`config.mk`:
```
export PLATFORM = sky130hd
export DESIGN_NAME = periph_guard
export DESIGN_NICKNAME = d
export VERILOG_FILES = /design/src/rtl/pguard_pkg.sv /design/src/rtl/pguard_decode.sv /design/src/rtl/pguard_check.sv /design/src/rtl/pguard_regs.sv /design/src/rtl/periph_guard.sv
export SDC_FILE = /design/constraint.sdc
export NUM_CORES = 1
export LEC_CHECK = 0
export ABC_CLOCK_PERIOD_IN_PS = 3100
export BUFFER_PORTS_ARGS = -buffer_cell sky130_fd_sc_hd__buf_2
export CORE_AREA = 2 2 132 134
export CTS_BUF_LIST = sky130_fd_sc_hd__clkbuf_4 sky130_fd_sc_hd__clkbuf_8
export CTS_CLUSTER_DIAMETER = 120
export DETAILED_ROUTE_END_ITERATION = 10
export DIE_AREA = 0 0 134 136
export GPL_TIMING_DRIVEN = 0
export PLACE_DENSITY_LB_ADDON = 0.08
export SETUP_SLACK_MARGIN = 0.5
export SYNTH_ARGS = -nofsm -noshare
export SYNTH_HDL_FRONTEND = slang
export SYNTH_SLANG_ARGS = --single-unit
```
`constraint.sdc`:
```
create_clock -name clk -period 3.1 [get_ports clk]
set_input_delay 0.155 -clock clk [delete_from_list [all_inputs] [get_ports clk]]
set_output_delay 0.155 -clock clk [all_outputs]
set_load 0.05 [all_outputs]
```
`src/rtl/pguard_pkg.sv`:
```
package pguard_pkg;

  // Flag bit positions inside the fault flag register
  localparam int FLAG_PRIV = 0;
  localparam int FLAG_SEC  = 1;
  localparam int NFLAGS    = 2;

  // Word indices of the block's own registers (byte offset = 4 * index)
  localparam int RI_CTRL      = 0;
  localparam int RI_FLAGS     = 1;
  localparam int RI_FSET      = 2;
  localparam int RI_FCLR      = 3;
  localparam int RI_IEN       = 4;
  localparam int RI_FID       = 5;
  localparam int RI_PRIV_BASE = 8;
  localparam int RI_SEC_BASE  = 16;

endpackage

```
`src/rtl/pguard_decode.sv`:
```
module pguard_decode #(
  parameter int ADDR_W   = 32,
  parameter int ID_W     = 6,
  parameter int WIN_BITS = 12,
  parameter int SEC_BIT  = 28,
  parameter int SELF_ID  = 40,
  localparam int IDX_W   = WIN_BITS - 2
) (
  input  logic [ADDR_W-1:0] addr,
  output logic [ID_W-1:0]   id,
  output logic              sec_alias,
  output logic              self_hit,
  output logic [IDX_W-1:0]  reg_idx
);

  function automatic logic [ID_W-1:0] window_of(input logic [ADDR_W-1:0] a);
    return a[WIN_BITS +: ID_W];
  endfunction

  function automatic logic [IDX_W-1:0] word_of(input logic [ADDR_W-1:0] a);
    return a[2 +: IDX_W];
  endfunction

  logic unused_addr;
  assign unused_addr = ^addr;

  assign id        = window_of(addr);
  assign sec_alias = addr[SEC_BIT];
  assign self_hit  = (window_of(addr) == ID_W'(SELF_ID));
  assign reg_idx   = word_of(addr);

endmodule

```
`src/rtl/pguard_check.sv`:
```
module pguard_check #(
  parameter int ID_W    = 6,
  localparam int NUM_PERIPH = 1 << ID_W
) (
  input  logic                  clk,
  input  logic                  rst_n,
  input  logic                  valid,
  input  logic                  priv,
  input  logic                  enable,
  input  logic [ID_W-1:0]       id,
  input  logic                  sec_alias,
  input  logic [NUM_PERIPH-1:0] priv_attr,
  input  logic [NUM_PERIPH-1:0] sec_attr,
  output logic                  priv_hit,
  output logic                  sec_hit,
  output logic                  deny
);

  function automatic logic attr_of(input logic [NUM_PERIPH-1:0] vec,
                                   input logic [ID_W-1:0] n);
    return vec[n];
  endfunction

  logic armed;
  assign armed    = valid & enable;
  assign priv_hit = armed & ~priv & attr_of(priv_attr, id);
  assign sec_hit  = armed & (sec_alias ^ attr_of(sec_attr, id));
  assign deny     = priv_hit | sec_hit;

  // disabled protection never blocks
  p_off_passes_r11: assert property (@(posedge clk) disable iff (!rst_n)
    !enable |-> !deny);

  // a privileged master never takes a privilege fault
  p_priv_ok_r2: assert property (@(posedge clk) disable iff (!rst_n)
    priv |-> !priv_hit);

endmodule

```
`src/rtl/pguard_regs.sv`:
```
module pguard_regs
  import pguard_pkg::*;
#(
  parameter int ID_W     = 6,
  parameter int DATA_W   = 32,
  parameter int WIN_BITS = 12,
  localparam int NUM_PERIPH = 1 << ID_W,
  localparam int ATTR_WORDS = NUM_PERIPH / DATA_W,
  localparam int IDX_W      = WIN_BITS - 2
) (
  input  logic                  clk,
  input  logic                  rst_n,
  input  logic                  acc_valid,
  input  logic                  acc_write,
  input  logic [IDX_W-1:0]      acc_idx,
  input  logic [DATA_W-1:0]     acc_wdata,
  input  logic                  priv_hit,
  input  logic                  sec_hit,
  input  logic [ID_W-1:0]       fault_id,
  output logic [DATA_W-1:0]     acc_rdata,
  output logic                  enable,
  output logic [NUM_PERIPH-1:0] priv_attr,
  output logic [NUM_PERIPH-1:0] sec_attr,
  output logic                  irq
);

  function automatic logic [NFLAGS-1:0] next_flags(input logic [NFLAGS-1:0] cur,
                                                   input logic [NFLAGS-1:0] set_m,
                                                   input logic [NFLAGS-1:0] clr_m,
                                                   input logic [NFLAGS-1:0] hw_m);
    return (cur & ~clr_m) | set_m | hw_m;
  endfunction

  logic                  enable_q;
  logic [NFLAGS-1:0]     flags_q;
  logic [NFLAGS-1:0]     ien_q;
  logic [ID_W-1:0]       fid_q;
  logic [DATA_W-1:0]     priv_w [ATTR_WORDS];
  logic [DATA_W-1:0]     sec_w  [ATTR_WORDS];

  logic                  wr;
  logic [NFLAGS-1:0]     set_m, clr_m, hw_m;
  logic                  capture;

  assign wr    = acc_valid & acc_write;
  assign set_m = (wr && acc_idx == IDX_W'(RI_FSET)) ? acc_wdata[NFLAGS-1:0] : '0;
  assign clr_m = (wr && acc_idx == IDX_W'(RI_FCLR)) ? acc_wdata[NFLAGS-1:0] : '0;

  always_comb begin
    hw_m            = '0;
    hw_m[FLAG_PRIV] = priv_hit;
    hw_m[FLAG_SEC]  = sec_hit;
  end

  assign capture = (|hw_m) && (flags_q == '0);

  always_ff @(posedge clk or negedge rst_n) begin
    if (!rst_n) begin
      enable_q <= 1'b1;
      flags_q  <= '0;
      ien_q    <= '0;
      fid_q    <= '0;
    end else begin
      flags_q <= next_flags(flags_q, set_m, clr_m, hw_m);
      if (capture) fid_q <= fault_id;
      if (wr && acc_idx == IDX_W'(RI_CTRL)) enable_q <= acc_wdata[0];
      if (wr && acc_idx == IDX_W'(RI_IEN))  ien_q    <= acc_wdata[NFLAGS-1:0];
    end
  end

  for (genvar k = 0; k < ATTR_WORDS; k++) begin : g_attr
    always_ff @(posedge clk or negedge rst_n) begin
      if (!rst_n) begin
        priv_w[k] <= '0;
        sec_w[k]  <= '0;
      end else begin
        if (wr && acc_idx == IDX_W'(RI_PRIV_BASE + k)) priv_w[k] <= acc_wdata;
        if (wr && acc_idx == IDX_W'(RI_SEC_BASE + k))  sec_w[k]  <= acc_wdata;
      end
    end
    assign priv_attr[k*DATA_W +: DATA_W] = priv_w[k];
    assign sec_attr[k*DATA_W +: DATA_W]  = sec_w[k];
  end

  always_comb begin
    acc_rdata = '0;
    if (acc_valid && !acc_write) begin
      if (acc_idx == IDX_W'(RI_CTRL))  acc_rdata = DATA_W'(enable_q);
      if (acc_idx == IDX_W'(RI_FLAGS)) acc_rdata = DATA_W'(flags_q);
      if (acc_idx == IDX_W'(RI_IEN))   acc_rdata = DATA_W'(ien_q);
      if (acc_idx == IDX_W'(RI_FID))   acc_rdata = DATA_W'(fid_q);
      for (int k = 0; k < ATTR_WORDS; k++) begin
        if (acc_idx == IDX_W'(RI_PRIV_BASE + k)) acc_rdata = priv_w[k];
        if (acc_idx == IDX_W'(RI_SEC_BASE + k))  acc_rdata = sec_w[k];
      end
    end
  end

  assign enable = enable_q;
  assign irq    = |(flags_q & ien_q);

  p_priv_flag_r5: assert property (@(posedge clk) disable iff (!rst_n)
    priv_hit |=> flags_q[FLAG_PRIV]);

  p_sec_flag_r4: assert property (@(posedge clk) disable iff (!rst_n)
    sec_hit |=> flags_q[FLAG_SEC]);

  p_fid_hold_r6: assert property (@(posedge clk) disable iff (!rst_n)
    (|flags_q) |=> $stable(fid_q));

  p_fid_load_r6: assert property (@(posedge clk) disable iff (!rst_n)
    ((|hw_m) && flags_q == '0) |=> fid_q == $past(fault_id));

  p_set_mask_r8: assert property (@(posedge clk) disable iff (!rst_n)
    (wr && acc_idx == IDX_W'(RI_FSET)) |=>
      (flags_q & $past(acc_wdata[NFLAGS-1:0])) == $past(acc_wdata[NFLAGS-1:0]));

  p_clr_mask_r8: assert property (@(posedge clk) disable iff (!rst_n)
    (wr && acc_idx == IDX_W'(RI_FCLR) && !(priv_hit || sec_hit)) |=>
      (flags_q & $past(acc_wdata[NFLAGS-1:0])) == '0);

  p_ien_keeps_r9: assert property (@(posedge clk) disable iff (!rst_n)
    (wr && acc_idx == IDX_W'(RI_IEN)) |=> flags_q == $past(flags_q));

endmodule

```
`src/rtl/periph_guard.sv`:
```
module periph_guard #(
  parameter int ADDR_W   = 32,
  parameter int DATA_W   = 32,
  parameter int ID_W     = 6,
  parameter int WIN_BITS = 12,
  parameter int SEC_BIT  = 28,
  parameter int SELF_ID  = 40,
  localparam int NUM_PERIPH = 1 << ID_W,
  localparam int IDX_W      = WIN_BITS - 2
) (
  input  logic              clk,
  input  logic              rst_n,
  input  logic              m_valid,
  input  logic              m_write,
  input  logic              m_priv,
  input  logic [ADDR_W-1:0] m_addr,
  input  logic [DATA_W-1:0] m_wdata,
  output logic [DATA_W-1:0] m_rdata,
  output logic              p_valid,
  output logic              p_write,
  output logic [ADDR_W-1:0] p_addr,
  output logic [DATA_W-1:0] p_wdata,
  input  logic [DATA_W-1:0] p_rdata,
  output logic              irq
);

  logic [ID_W-1:0]       acc_id;
  logic                  acc_sec;
  logic                  self_hit;
  logic [IDX_W-1:0]      reg_idx;
  logic                  enable;
  logic [NUM_PERIPH-1:0] priv_attr, sec_attr;
  logic                  priv_hit, sec_hit, deny;
  logic                  fwd, local_acc;
  logic [DATA_W-1:0]     reg_rdata;

  pguard_decode #(
    .ADDR_W(ADDR_W), .ID_W(ID_W), .WIN_BITS(WIN_BITS),
    .SEC_BIT(SEC_BIT), .SELF_ID(SELF_ID)
  ) u_decode (
    .addr(m_addr), .id(acc_id), .sec_alias(acc_sec),
    .self_hit(self_hit), .reg_idx(reg_idx)
  );

  pguard_check #(.ID_W(ID_W)) u_check (
    .clk(clk), .rst_n(rst_n), .valid(m_valid), .priv(m_priv),
    .enable(enable), .id(acc_id), .sec_alias(acc_sec),
    .priv_attr(priv_attr), .sec_attr(sec_attr),
    .priv_hit(priv_hit), .sec_hit(sec_hit), .deny(deny)
  );

  assign local_acc = m_valid & self_hit & ~deny;
  assign fwd       = m_valid & ~self_hit & ~deny;

  pguard_regs #(.ID_W(ID_W), .DATA_W(DATA_W), .WIN_BITS(WIN_BITS)) u_regs (
    .clk(clk), .rst_n(rst_n),
    .acc_valid(local_acc), .acc_write(m_write), .acc_idx(reg_idx),
    .acc_wdata(m_wdata), .priv_hit(priv_hit), .sec_hit(sec_hit),
    .fault_id(acc_id), .acc_rdata(reg_rdata), .enable(enable),
    .priv_attr(priv_attr), .sec_attr(sec_attr), .irq(irq)
  );

  assign p_valid = fwd;
  assign p_write = m_write;
  assign p_addr  = m_addr;
  assign p_wdata = m_wdata;

  always_comb begin
    m_rdata = '0;
    if (fwd && !m_write)       m_rdata = p_rdata;
    else if (local_acc)        m_rdata = reg_rdata;
  end

  p_block_no_fwd_r2: assert property (@(posedge clk) disable iff (!rst_n)
    (m_valid && deny) |-> !p_valid);

  p_zero_read_r3: assert property (@(posedge clk) disable iff (!rst_n)
    (m_valid && deny && !m_write) |-> m_rdata == '0);

  p_self_local_r1: assert property (@(posedge clk) disable iff (!rst_n)
    self_hit |-> !p_valid);

  p_pass_read_r13: assert property (@(posedge clk) disable iff (!rst_n)
    (p_valid && !m_write) |-> m_rdata == p_rdata);

endmodule

```
# Word level (Yosys, flattened, before mapping)
# Cells that the tools add are included.
[word_totals] ff_bits=139 out_inout_bits=99 wordCells=71
[classes] n_lt_le_gt_ge=1 n_eq_ne=10 muxes=17 bitwise_logic=19 reduce_logical=16
[op_table] cell="32-bit two-way mux" n=10
[op_table] cell="10-bit by 2-bit == test with 1-bit output, second input constant" n=2
[op_table] cell="10-bit by 3-bit == test with 1-bit output, second input constant" n=2
[op_table] cell="10-bit by 4-bit == test with 1-bit output, second input constant" n=2
[op_table] cell="10-bit by 5-bit == test with 1-bit output, second input constant" n=2
[op_table] cell="1-bit binary-select mux with 6-bit select" n=2
[op_table] cell="1-bit logical AND" n=11
[op_table] cell="10-bit by 1-bit == test with 1-bit output, second input constant" n=1
[op_table] cell="10-bit zero test" n=1
[op_table] cell="1-bit bitwise AND" n=9
[op_table] cell="6-bit by 7-bit less-than comparator with 1-bit output, second input constant" n=1
[op_table] cell="6-bit == test, second input constant" n=1
[op_table] cell="2-bit bitwise AND" n=2
[op_table] cell="2-bit two-way mux" n=2
[op_table] cell="2-bit bitwise OR" n=2
[op_table] cell="2-bit OR reduction" n=2
[op_table] cell="1-bit two-way mux" n=3
[op_table] cell="1-bit inverter" n=3
[op_table] cell="2-bit zero test" n=1
[op_table] cell="2-bit inverter" n=1
[op_table] cell="1-bit zero test" n=1
[op_table] cell="1-bit bitwise OR" n=1
[op_table] cell="1-bit bitwise XOR" n=1

# Longest topological paths before layout
# Gate-level depths: netlist of the first run.
[logic_depth] ltp_word=14 ltp_mapped=11 mapped_depth_nobuf=7

# Cells and area by module
# A second synthesis of the first run with hierarchy kept.
[unflattened] hier_cells=846 hier_area_um2=9142.5
[modules_own_cells] mod="pguard_regs" instances=1 cells_per_inst=532 area_per_inst_um2=6596.3 seq_area_each_um2=3479.6
[modules_own_cells] mod="pguard_check" instances=1 cells_per_inst=116 area_per_inst_um2=1260.0 seq_area_each_um2=0.0
[modules_own_cells] mod="periph_guard" instances=1 cells_per_inst=179 area_per_inst_um2=1137.3 seq_area_each_um2=0.0
[modules_own_cells] mod="pguard_decode" instances=1 cells_per_inst=19 area_per_inst_um2=148.9 seq_area_each_um2=0.0

# Worst setup path after synthesis of the first run
# Ideal clock, no wire load.
[synth_path] path_type="in2out" start="input m_addr[13]" end="output m_rdata[1]" arrival_ns=3.610 slack_ns=-0.665 path_stages=10 path_buffers=3 path_cell_list="buf_2 -> buf_2 -> buf_2 -> mux4_2 -> mux2_2 -> o21ai_0 -> a2bb2oi_1 -> and2_1 -> nand4_1 -> nor4_1"
[synth_between] elab_chain_cells=11
[synth_rtl] element="start, declared" line_no="periph_guard.sv:16" source="input logic [ADDR_W-1:0] m_addr,"
[synth_rtl] element="1-bit binary-select mux with 6-bit select" line_no="pguard_check.sv:21" source="return vec[n];"
[synth_rtl] element="1-bit two-way mux (implied by the code)" line_no="pguard_check.sv:21"
[synth_rtl] element="1-bit bitwise XOR" line_no="pguard_check.sv:27" source="assign sec_hit = armed & (sec_alias ^ attr_of(sec_attr, id));"
[synth_rtl] element="1-bit bitwise AND" line_no="pguard_check.sv:27"
[synth_rtl] element="1-bit bitwise OR" line_no="pguard_check.sv:28" source="assign deny = priv_hit | sec_hit;"
[synth_rtl] element="1-bit inverter" line_no="periph_guard.sv:52, periph_guard.sv:53"
[synth_rtl] element="1-bit bitwise AND" line_no="periph_guard.sv:52" source="assign local_acc = m_valid & self_hit & ~deny;"
[synth_rtl] element="1-bit logical AND" line_no="pguard_regs.sv:87" source="if (acc_valid && !acc_write) begin"
[synth_rtl] element="32-bit two-way mux" line_no="pguard_regs.sv:87"
[synth_rtl] element="32-bit two-way mux" line_no="periph_guard.sv:71" source="else if (local_acc) m_rdata = reg_rdata;"
[synth_rtl] element="32-bit two-way mux *" line_no="periph_guard.sv:70" source="if (fwd && !m_write) m_rdata = p_rdata;"
[synth_rtl] element="end, declared" line_no="periph_guard.sv:18" source="output logic [DATA_W-1:0] m_rdata,"
# Every way passes the cells marked *; elsewhere a longest branch is shown, timed or not. The select of a mux whose other input is x is not followed.

# Final worst setup path of the first run
[layout_path] start="register u_regs.priv_w, in the netlist u_regs.priv_attr[19]" end="output m_rdata[19]"
[layout_between] elab_chain_cells=10
[layout_rtl] element="start, declared" line_no="pguard_regs.sv:38" source="logic [DATA_W-1:0] priv_w [ATTR_WORDS];"
[layout_rtl] element="start signal, assigned by index" line_no="pguard_regs.sv:77" source="if (wr && acc_idx == IDX_W'(RI_PRIV_BASE + k)) priv_w[k] <= acc_wdata;"
[layout_rtl] element="1-bit binary-select mux with 6-bit select" line_no="pguard_check.sv:21"
[layout_rtl] element="1-bit two-way mux (implied by the code)" line_no="pguard_check.sv:21"
[layout_rtl] element="1-bit bitwise AND" line_no="pguard_check.sv:26" source="assign priv_hit = armed & ~priv & attr_of(priv_attr, id);"
[layout_rtl] element="1-bit bitwise OR" line_no="pguard_check.sv:28"
[layout_rtl] element="1-bit inverter" line_no="periph_guard.sv:52, periph_guard.sv:53"
[layout_rtl] element="1-bit bitwise AND" line_no="periph_guard.sv:52"
[layout_rtl] element="1-bit logical AND" line_no="pguard_regs.sv:87"
[layout_rtl] element="32-bit two-way mux" line_no="pguard_regs.sv:87"
[layout_rtl] element="32-bit two-way mux" line_no="periph_guard.sv:71"
[layout_rtl] element="32-bit two-way mux *" line_no="periph_guard.sv:70"
# Marked as above.

==> flow_summary.yaml, run 1 <==
status:
  outcome: "finished, violations left"
  violations: "setup timing"
route:
  dr_wl_met2_um: 16100
  wl_per_cell_um: 25.2
  wl_met1_um: 11700
  wirelength_um: 31700
  drtAntennaViolNets: 0
  vias: 7845
  drtPass1Iterations: 7
  first_iter_violations: 1033
  vias_per_cell: 6.24
  drc: 0
  highest_layer: "met4"
  wl_met3_um: 2990
die:
  die_w_um: 134
  start_util: 0.497
  core_area_um2: 16900
  ios: 200
  rows: 48
  die-height_um: 136
  die-area_um2: 18200
worst_setup_path:
  cp_cell_sequence: "mux4_2 -> mux2_2 -> o21ai_2 -> a2bb2oi_2 -> and2_4 -> nand4_1 -> buf_6 -> clkbuf_16 -> nor3_4 -> buf_6"
  cp.arrival_ps: 3170
  critical-path-slowest-cell: "mux4_2"
  cp-end-kind: "output pin"
  start_kind: "flip-flop"
  cp_max_fo: 5
  slowest_delay_ps: 510
  crit_required_ps: 2940
  critPathMostFrequentCell: "buf_6"
  critPathKind: "flip-flop to output pin"
yosys:
  ys_ff_latch: 139
  async_reset_ff_frac: 1.00
  synth.most_common_cell: "dfrtp_1"
  yosysSeqAreaShare: 0.415
  synth-edff-count: 0
  synth_top_cell_area_share: 0.412
  yosys-top-cells-area: "dfrtp_1 (41%), mux2_2 (10%), mux2_1 (8.3%)"
  ys_warn_count: 0
  synth_cells: 726
  yosys-top-cells-count: "dfrtp_1 (138), mux2_2 (77), buf_4 (67)"
  yosys_most_used_dff: "dfrtp_1"
  syn_nets: 827
  synth_top_area_cell: "dfrtp_1"
  synth_area_um2: 8390
  syn_area_per_cell_um2: 11.6
  synth_cell_types: 50
layout:
  syn_to_final_growth_pct: 52.3
  final_cells: 1257
  final_net_count: 1119
  fin_util: 0.757
  drive_above_1_share: 0.598
sta:
  setup_viol: 159
  fmaxAchievable_ghz: 0.301
  fin_crit_sh: 1.07
  finalMaxSlewViolations: 0
  worstMarginPinSlew_ps: 1310
  slew_headroom: 0.128
  min_period_ps: 3330
  rsz0062_at_grt: "yes"
  finalHoldViolCount: 0
  fin_ws_ps: -227
  fin_skew_ps: 12.7
clock_network:
  insertion_delay_ps: 470
  numClockSinks: 139
  cts_buffers: 17
  clk_pin_slew_worst_paths_ps: 90
  htreeDepth: 4
  clock_path_buffers: 2
  cts_tree: "done"
  cts-root-buf: "clkbuf_8"
min_path:
  min_path_type: "input pin to flip-flop"
place:
  place_congestion: 0.881
  place_hpwl_um: 20400
  placedCellCount: 1131
  io_buffers: 179
  pre_cts_slack_ps: -843
grt:
  grt_max_degree: 75
  grt_overflow: 0
  grt_pass1_wl_um: 47100
  grt_use_total: 0.348
  grt_pass1_vias: 7876
  antenna_found_initial: 0
power_and_ir_drop:
  vdd_ir_drop_max_uv: 415
  clkPwrFrac: 0.360
  p_switching_mw: 1.30
  swShare: 0.318
  pwr-share-seq: 0.443
  p_comb_frac: 0.198
  intPower_mw: 2.79
  totalPowerFinal_mw: 4.09
  leakage_nw: 5.72
  powerDensity_nw_per_um2: 321
run:
  max_cap_viol_count: 0
-- state kept, by name, indices dropped and copies added (netlist names) --
register and flops:
u_regs.sec_attr 64, u_regs.flags_q 2, u_regs.ien_q 2, u_regs.priv_attr 64
u_regs.enable 1, u_regs.fid_q 6
-- power groups by stage --
stage	clock network (mW)	registers [mW]	logic [mW]
floorplan	0	1.85	0.477
finish	1.47	1.81	0.810
CTS	1.48	1.81	0.793
global route	1.56	1.81	0.848
detailed placement	0	1.85	0.708
global placement	0	1.85	0.691
-- routing by layer --
layer | global-route usage | vias to the layer above
met5 | 0 | -
met4 | 0.126 | 0
met3 | 0.0884 | 72
met2 | 0.582 | 489
met1 | 0.439 | 3993
li1 | - | 3291
-- worst paths after layout --
kind / startpoint / end / slack, ps / cells after the start
max in group asynchronous: rst_n / u_regs.priv_attr[31]$_DFFE_PN0P_ / 2070 / 3
min: m_wdata[5] / u_regs.priv_attr[37]$_DFFE_PN0P_ / 20 / 2
max reg2reg: u_regs.sec_attr[17]$_DFFE_PN0P_ / u_regs.priv_attr[48]$_DFFE_PN0P_ / -170 / 12
max: u_regs.priv_attr[19]$_DFFE_PN0P_ / m_rdata[19] / -230 / 10
min reg2reg: u_regs.fid_q[3]$_DFFE_PN0P_ / u_regs.fid_q[3]$_DFFE_PN0P_ / 520 / 1
min in group asynchronous: rst_n / u_regs.priv_attr[41]$_DFFE_PN0P_ / 240 / 2
-- cell type report --
type / instances / area, µm²
Multi-Input combinational cell: 456 / 5170
Fill cell: 1063 / 4110
Clock buffer: 19 / 262
Buffer: 126 / 1070
Clock inverter: 13 / 133
Timing Repair Buffer: 273 / 2350
Tap cell: 225 / 282
Inverter: 5 / 18.8
Sequential cell: 139 / 3480
Antenna cell: 1 / 2.50
-- critical path, delay by kind of cell, from the launching register on --
family / cells / cell delay (ps)
DFF: 1 / 430
buffers and inverters: 3 / 590
muxes: 2 / 820
and+or+nand+nor: 3 / 480
AOI/OAI and AO/OA: 2 / 370
-- per-stage QoR --
step	TNS (ps)	cell area, µm²	hold slack (ps)
final	-20030	12800	24.7
after detailed placement	-91480	10600	189
after CTS	-5810	12500	3.57
after global routing	-30560	12800	1.02
after floorplan	0	9340	-141
after global placement	-90300	10500	441
-- timing repair --
item	4_1_cts	5_1_grt
pin swaps	11	8
hold buffers	27	1
endpoints found under the hold margin	161	1
setup buffers	40	12
setup endpoints to repair	170	172
cloned	13	0
gates resized for setup	164	26
-- cells in the final DEF, fill, tap and decap left out, types with 23 or more instances in the layout --
cell and n:
a21oi_1 43, a222oi_1 31, buf_12 23, buf_2 147, buf_4 96, buf_6 52, dfrtp_1 138, dlygate4sd3_1 28
mux2_4 137, mux4_2 23, nand2_1 44, nor3_4 31
-- cell families after synthesis --
logic type,Yosys count,share of synthesized area
flip-flops,139,0.415
multiplexers,186,0.277
buffers and inverters,131,0.103
AO/OA/AOI/OAI,131,0.121
AND/OR/NAND/NOR,139,0.0844
Power figures use the tool's default switching activity.
==> run 2, diff against run 1 <==
- CORE_AREA: 2 2 132 134 -> 2 2 171 173
- DIE_AREA: 0 0 134 136 -> 0 0 173 175
==> run 2 against run 1 <==
The flow still finishes with violations (setup timing). Routed wire length is 5.9% higher. Worst setup slack improved by 32 ps. Die area rose by 66%. Combinational power fell by 2%. Core utilization shrank 31 points. Sequential share of layout area is 0.30 points higher. Sequential power hardly changed. First-iteration DRC count decreased by 46%. Via count decreased by 8.2%. Register-to-register slack better by 60 ps. Critical path type unchanged. Critical endpoint is now m_rdata[12]. Largest power group unchanged.
==> flow_summary.yaml, run 2 (synthesis gave the netlist of run 1 again) <==
status:
  outcome: "finished, violations left"
  violations: "setup timing"
place:
  io_buffers: 179
  place_congestion: 0.791
  place_hpwl_um: 22700
  placedCellCount: 1290
route:
  wl_per_cell_um: 24.1
  first_iter_violations: 554
  vias: 7202
  vias_per_cell: 5.17
  drtAntennaViolNets: 0
  drtPass1Iterations: 5
  drc: 0
  wirelength_um: 33600
grt:
  top_usage_layer: "met2"
  grt_use_total: 0.222
  grt_max_degree: 85
  grt_pass1_vias: 7281
  grt_pass1_wl_um: 49400
  antenna_found_initial: 0
  grt_use_met2: 0.369
  grt_overflow: 0
  gr-usage-met3: 0.0379
  met1_usage: 0.302
layout:
  n_fill_cell: 2749
  final_cell_mix: "buf_2 (148), dfrtp_1 (138), mux2_4 (136)"
  final_net_count: 1096
  regArea_um2: 3480
  layout_commonest_cell: "buf_2"
  drive_above_1_share: 0.590
  multi_input_area_um2: 5090
  antenna_cells_inserted: 0
  syn_to_final_growth_pct: 50.6
  final_cells: 1392
worst_setup_path:
  cp.arrival_ps: 3140
  cp_max_fo: 5
  start_kind: "flip-flop"
  cp-end-kind: "output pin"
  critPathKind: "flip-flop to output pin"
  crit_required_ps: 2940
sta:
  fin_ws_ps: -194
  slew_headroom: 0.108
  rsz0062_at_grt: "yes"
  fin_skew_ps: 9.89
  setup_viol: 137
  fin_crit_sh: 1.06
  finalHoldViolCount: 0
  fmaxAchievable_ghz: 0.304
  finalMaxSlewViolations: 0
  min_period_ps: 3290
  worstMarginPinSlew_ps: 1340
die:
  core_area_um2: 28400
  die-area_um2: 30300
  die-height_um: 175
  ios: 200
  die_w_um: 173
  rows: 62
  start_util: 0.295
clock_network:
  clock_path_buffers: 2
  cts_tree: "done"
  cts-root-buf: "clkbuf_8"
  numClockSinks: 139
  htreeDepth: 4
  clk_pin_slew_worst_paths_ps: 80
  cts_buffers: 17
  insertion_delay_ps: 460
power_and_ir_drop:
  totalPowerFinal_mw: 4.25
  powerDensity_nw_per_um2: 336
  vdd_ir_drop_max_uv: 229
  leakage_nw: 5.59
run:
  max_cap_viol_count: 0
min_path:
  min_path_type: "input pin to flip-flop"
## run 2: worst paths after layout
path	start	end	slack, ps	depth (start not counted)
max	u_regs.priv_attr[47]$_DFFE_PN0P_	m_rdata[12]	-190	10
min	m_wdata[25]	u_regs.priv_attr[57]$_DFFE_PN0P_	6	2
max reg2reg	u_regs.priv_attr[47]$_DFFE_PN0P_	u_regs.sec_attr[35]$_DFFE_PN0P_	-110	10
min reg2reg	u_regs.fid_q[1]$_DFFE_PN0P_	u_regs.fid_q[1]$_DFFE_PN0P_	520	1
max in group asynchronous	rst_n	u_regs.sec_attr[29]$_DFFE_PN0P_	2030	3
min in group asynchronous	rst_n	u_regs.sec_attr[7]$_DFFE_PN0P_	240	2
## run 2: metal layers
metal / vias up / part of all wire
met5: - / 0
met4: 0 / 0.018
met3: 31 / 0.056
met2: 255 / 0.48
met1: 3675 / 0.44
li1: 3241 / -
## run 2: what timing repair did
| item | CTS | global route |
|---|---|---|
| setup buffers | 26 | 12 |
| gates resized for setup | 136 | 32 |
| hold endpoints to repair | 128 | 0 |
| endpoints found under the setup margin | 170 | 172 |
| cloned | 7 | 4 |
| hold buffers | 21 | 0 |
| pin swaps | 11 | 5 |
## run 2: critical path: stages, from the launching register on
cell and delay [ps]:
dfrtp_1 410, mux4_2 470, mux2_4 280, and3_4 200, o311ai_4 270, and2_4 190, nand4_1 130, buf_6 200
clkbuf_16 190, nor3_4 130, buf_6 180
## run 2: metrics by stage
stage	cell area, µm²	hold WS, ps	setup TNS, ps	util	worst slack [ps]
after floorplan	9340	-141	0	-	150
after global placement	10700	462	-155720	0.377	-896
after detailed placement	10700	172	-99840	0.379	-928
after CTS	12300	0.0961	-15250	0.435	-218
after global routing	12600	3.12	-22590	0.445	-317
final	12600	5.58	-11020	0.445	-194
## run 2: layout make-up
cell class                      count  area share
Multi-Input combinational cell    456       0.403
Sequential cell                   139       0.275
Timing Repair Buffer              250       0.163
Buffer                            126      0.0839
Tap cell                          384      0.0380
Clock buffer                       23      0.0241
Clock inverter                      9      0.0107
Inverter                            5     0.00149
## run 2: report_power, final
part           switching [mW]  leakage [nW]  internal (mW)
registers            0.000403          1.94           1.81
clock network           0.742         0.216          0.902
logic                   0.518          3.43          0.275
==> run 3, diff against run 2 <==
- CORE_AREA: 2 2 171 173 -> 2 2 178 180
- DIE_AREA: 0 0 173 175 -> 0 0 180 182
- SYNTH_HIERARCHICAL: unset -> 1
==> run 3 against run 2 <==
The run still ends with setup timing left. Register-to-register slack lost 530 ps. Core utilization shrank 3.4 points. Via count grew 6.9%. Synthesized area grew 9.0%. Non-clock buffer count shrank 1. Worst setup slack lost 910 ps. First-iteration DRC count shrank 17%. Sequential share of layout area shrank 0.25 points. Global-route usage shrank 1.8 points. Maximum frequency shrank 22%. Critical path type unchanged. Critical endpoint is now m_rdata[10].
==> flow_summary.yaml, run 3 <==
status:
  outcome: "finished, violations left"
  violations: "setup timing"
clock_network:
  insertion_delay_ps: 450
  htreeDepth: 4
  cts_buffers: 17
  clock_path_buffers: 2
  cts-root-buf: "clkbuf_8"
  cts_tree: "done"
  clk_pin_slew_worst_paths_ps: 90
  numClockSinks: 139
sta:
  min_period_ps: 4210
  fin_skew_ps: 20.8
  fin_crit_sh: 1.36
  rsz0062_at_grt: "yes"
  finalHoldViolCount: 0
  slew_headroom: 0.186
  fin_ws_ps: -1110
  finalMaxSlewViolations: 0
  fmaxAchievable_ghz: 0.238
  setup_viol: 166
  hold_slack_ps: 19.3
  worstMarginPinSlew_ps: 1210
power_and_ir_drop:
  intPower_mw: 2.99
  p_comb_frac: 0.188
  clkPwrFrac: 0.387
  powerDensity_nw_per_um2: 335
  swShare: 0.300
  pwr-share-seq: 0.425
  leakage_nw: 5.71
  p_switching_mw: 1.28
  vdd_ir_drop_max_uv: 207
yosys:
  synth-edff-count: 0
  syn_area_per_cell_um2: 10.8
  yosysSeqAreaShare: 0.381
  synth_cells: 846
  synth_top_area_cell: "dfrtp_1"
  ys_warn_count: 6
  synth_cell_types: 56
  synth.most_common_cell: "dfrtp_1"
  synth_area_um2: 9140
  yosys-top-cells-count: "dfrtp_1 (138), mux2_2 (107), buf_4 (83)"
  synth_top_cell_area_share: 0.378
  yosys_most_used_dff: "dfrtp_1"
  async_reset_ff_frac: 1.00
  syn_nets: 947
  yosys-top-cells-area: "dfrtp_1 (38%), mux2_2 (13%), buf_4 (6.8%)"
  ys_ff_latch: 139
worst_setup_path:
  cp.arrival_ps: 4050
  cp-end-kind: "output pin"
  critPathTopFamily: "multiplexers"
  critPathMostFrequentCell: "clkbuf_16"
  critical-path-slowest-cell: "mux4_2"
  start_kind: "flip-flop"
  crit_buf_inv: 5
  crit_required_ps: 2940
  critPathKind: "flip-flop to output pin"
  cp_cell_sequence: "mux4_2 -> mux4_2 -> mux2i_2 -> o31a_2 -> a21oi_2 -> nand2b_4 -> clkbuf_16 -> clkbuf_16 -> nor2_4 -> nor2b_4 -> buf_12 -> clkbuf_16 -> o21ai_1 -> a21oi_2 -> nand2_2 -> a21oi_4 -> buf_8"
  reg2reg_slack_ps: -640
  cp_max_fo: 8
  slowest_delay_ps: 520
place:
  place_hpwl_um: 24100
  placedCellCount: 1423
  place_area_um2: 11100
  place_congestion: 0.846
  pre_cts_slack_ps: -1580
  io_buffers: 173
layout:
  fin_util: 0.411
  final_net_count: 1193
  antenna_cells_inserted: 0
  syn_to_final_growth_pct: 39.4
  multi_input_area_um2: 5390
  drive_above_1_share: 0.583
  final_cell_mix: "buf_2 (144), dfrtp_1 (138), mux2_2 (107)"
  fin_area_um2: 12700
  n_fill_cell: 3072
  regArea_um2: 3480
  final_cells: 1506
  layout_commonest_cell: "buf_2"
route:
  wl_per_cell_um: 22.3
  first_iter_violations: 461
  drc: 0
  drtAntennaViolNets: 0
  drtPass1Iterations: 4
  wirelength_um: 33600
  vias_per_cell: 5.11
  vias: 7697
run:
  max_cap_viol_count: 0
die:
  die-area_um2: 32800
  rows: 65
  core_area_um2: 31000
  die_w_um: 180
  ios: 200
  start_util: 0.295
  die-height_um: 182
min_path:
  min_path_type: "input pin to flip-flop"
grt:
  grt_use_total: 0.205
  grt_pass1_vias: 7737
  grt_max_degree: 80
  antenna_found_initial: 3
  grt_overflow: 0
  grt_pass1_wl_um: 50200
==> run 3: cell types whose count changed after synthesis, sizes merged, moves of 7 or more <==
cell | before | now
and3 | 9 | 1
a22o | 1 | 31
nand2 | 45 | 71
nor3 | 34 | 7
o21ai | 15 | 60
a21oi | 45 | 65
nor2b | 3 | 10
nor2 | 9 | 19
mux2i | 24 | 13
a222oi | 31 | 0
or3b | 1 | 33
a311oi | 8 | 0
buf | 94 | 110
==> run 3: cell families after synthesis <==
| kind of cell | synth area share |
|---|---|
| AND/OR/NAND/NOR | 0.119 |
| AO/OA/AOI/OAI | 0.124 |
| multiplexers | 0.272 |
| buffers and inverters | 0.105 |
| flip-flops | 0.381 |
==> run 3: routing by layer <==
metal / GRT usage / vias to the layer above / wire [µm]
li1: - / 3535 / -
met1: 0.294 / 3879 / 16300
met2: 0.321 / 262 / 15300
met3: 0.0383 / 21 / 1640
met4: 0.0423 / 0 / 330
met5: 0 / - / 0
==> run 3: worst paths after layout <==
check	cells past startpoint	from	to
worst max-delay path	17	u_regs/priv_attr[59]$_DFFE_PN0P_	m_rdata[10]
worst min-delay path	2	m_wdata[18]	u_regs/priv_attr[50]$_DFFE_PN0P_
worst max register to register	16	u_regs/priv_attr[59]$_DFFE_PN0P_	u_regs/priv_attr[20]$_DFFE_PN0P_
worst min register to register	1	u_regs/fid_q[1]$_DFFE_PN0P_	u_regs/fid_q[1]$_DFFE_PN0P_
max in group asynchronous	3	rst_n	u_regs/sec_attr[62]$_DFFE_PN0P_
min in group asynchronous	2	rst_n	u_regs/priv_attr[40]$_DFFE_PN0P_
==> run 3: area by class of cell <==
type / instances / area share
inverters: 3 / 0.000883
flip-flops and latches: 139 / 0.273
clock inverters: 13 / 0.0149
well taps: 402 / 0.0395
repair buffers: 227 / 0.133
clock buffers: 18 / 0.0189
multi-input cells: 556 / 0.423
plain buffers: 148 / 0.0971
==> run 3: metrics by stage <==
step	setup TNS (ps)	power (mW)
after floorplan	-29980	2.35
after global placement	-268920	2.60
after detailed placement	-218310	2.60
after CTS	-113060	4.32
after global routing	-123540	4.44
final	-108280	4.27
==> run 3: repair_timing <==
action / CTS / global route
hold buffers: 24 / 0
cloned: 5 / 0
gates resized for setup: 151 / 83
setup buffers: 16 / 7
pin swaps: 25 / 27
endpoints found under the setup margin: 172 / 172
hold endpoints to repair: 133 / 0
==> run 3: power by group through the flow <==
stage	Combinational (mW)	Sequential (mW)	Clock, mW
2_1_floorplan	0.500	1.85	0
3_3_place_gp	0.747	1.85	0
3_5_place_dp	0.751	1.85	0
4_1_cts	0.808	1.81	1.70
5_1_grt	0.851	1.81	1.78
6_report	0.803	1.81	1.65
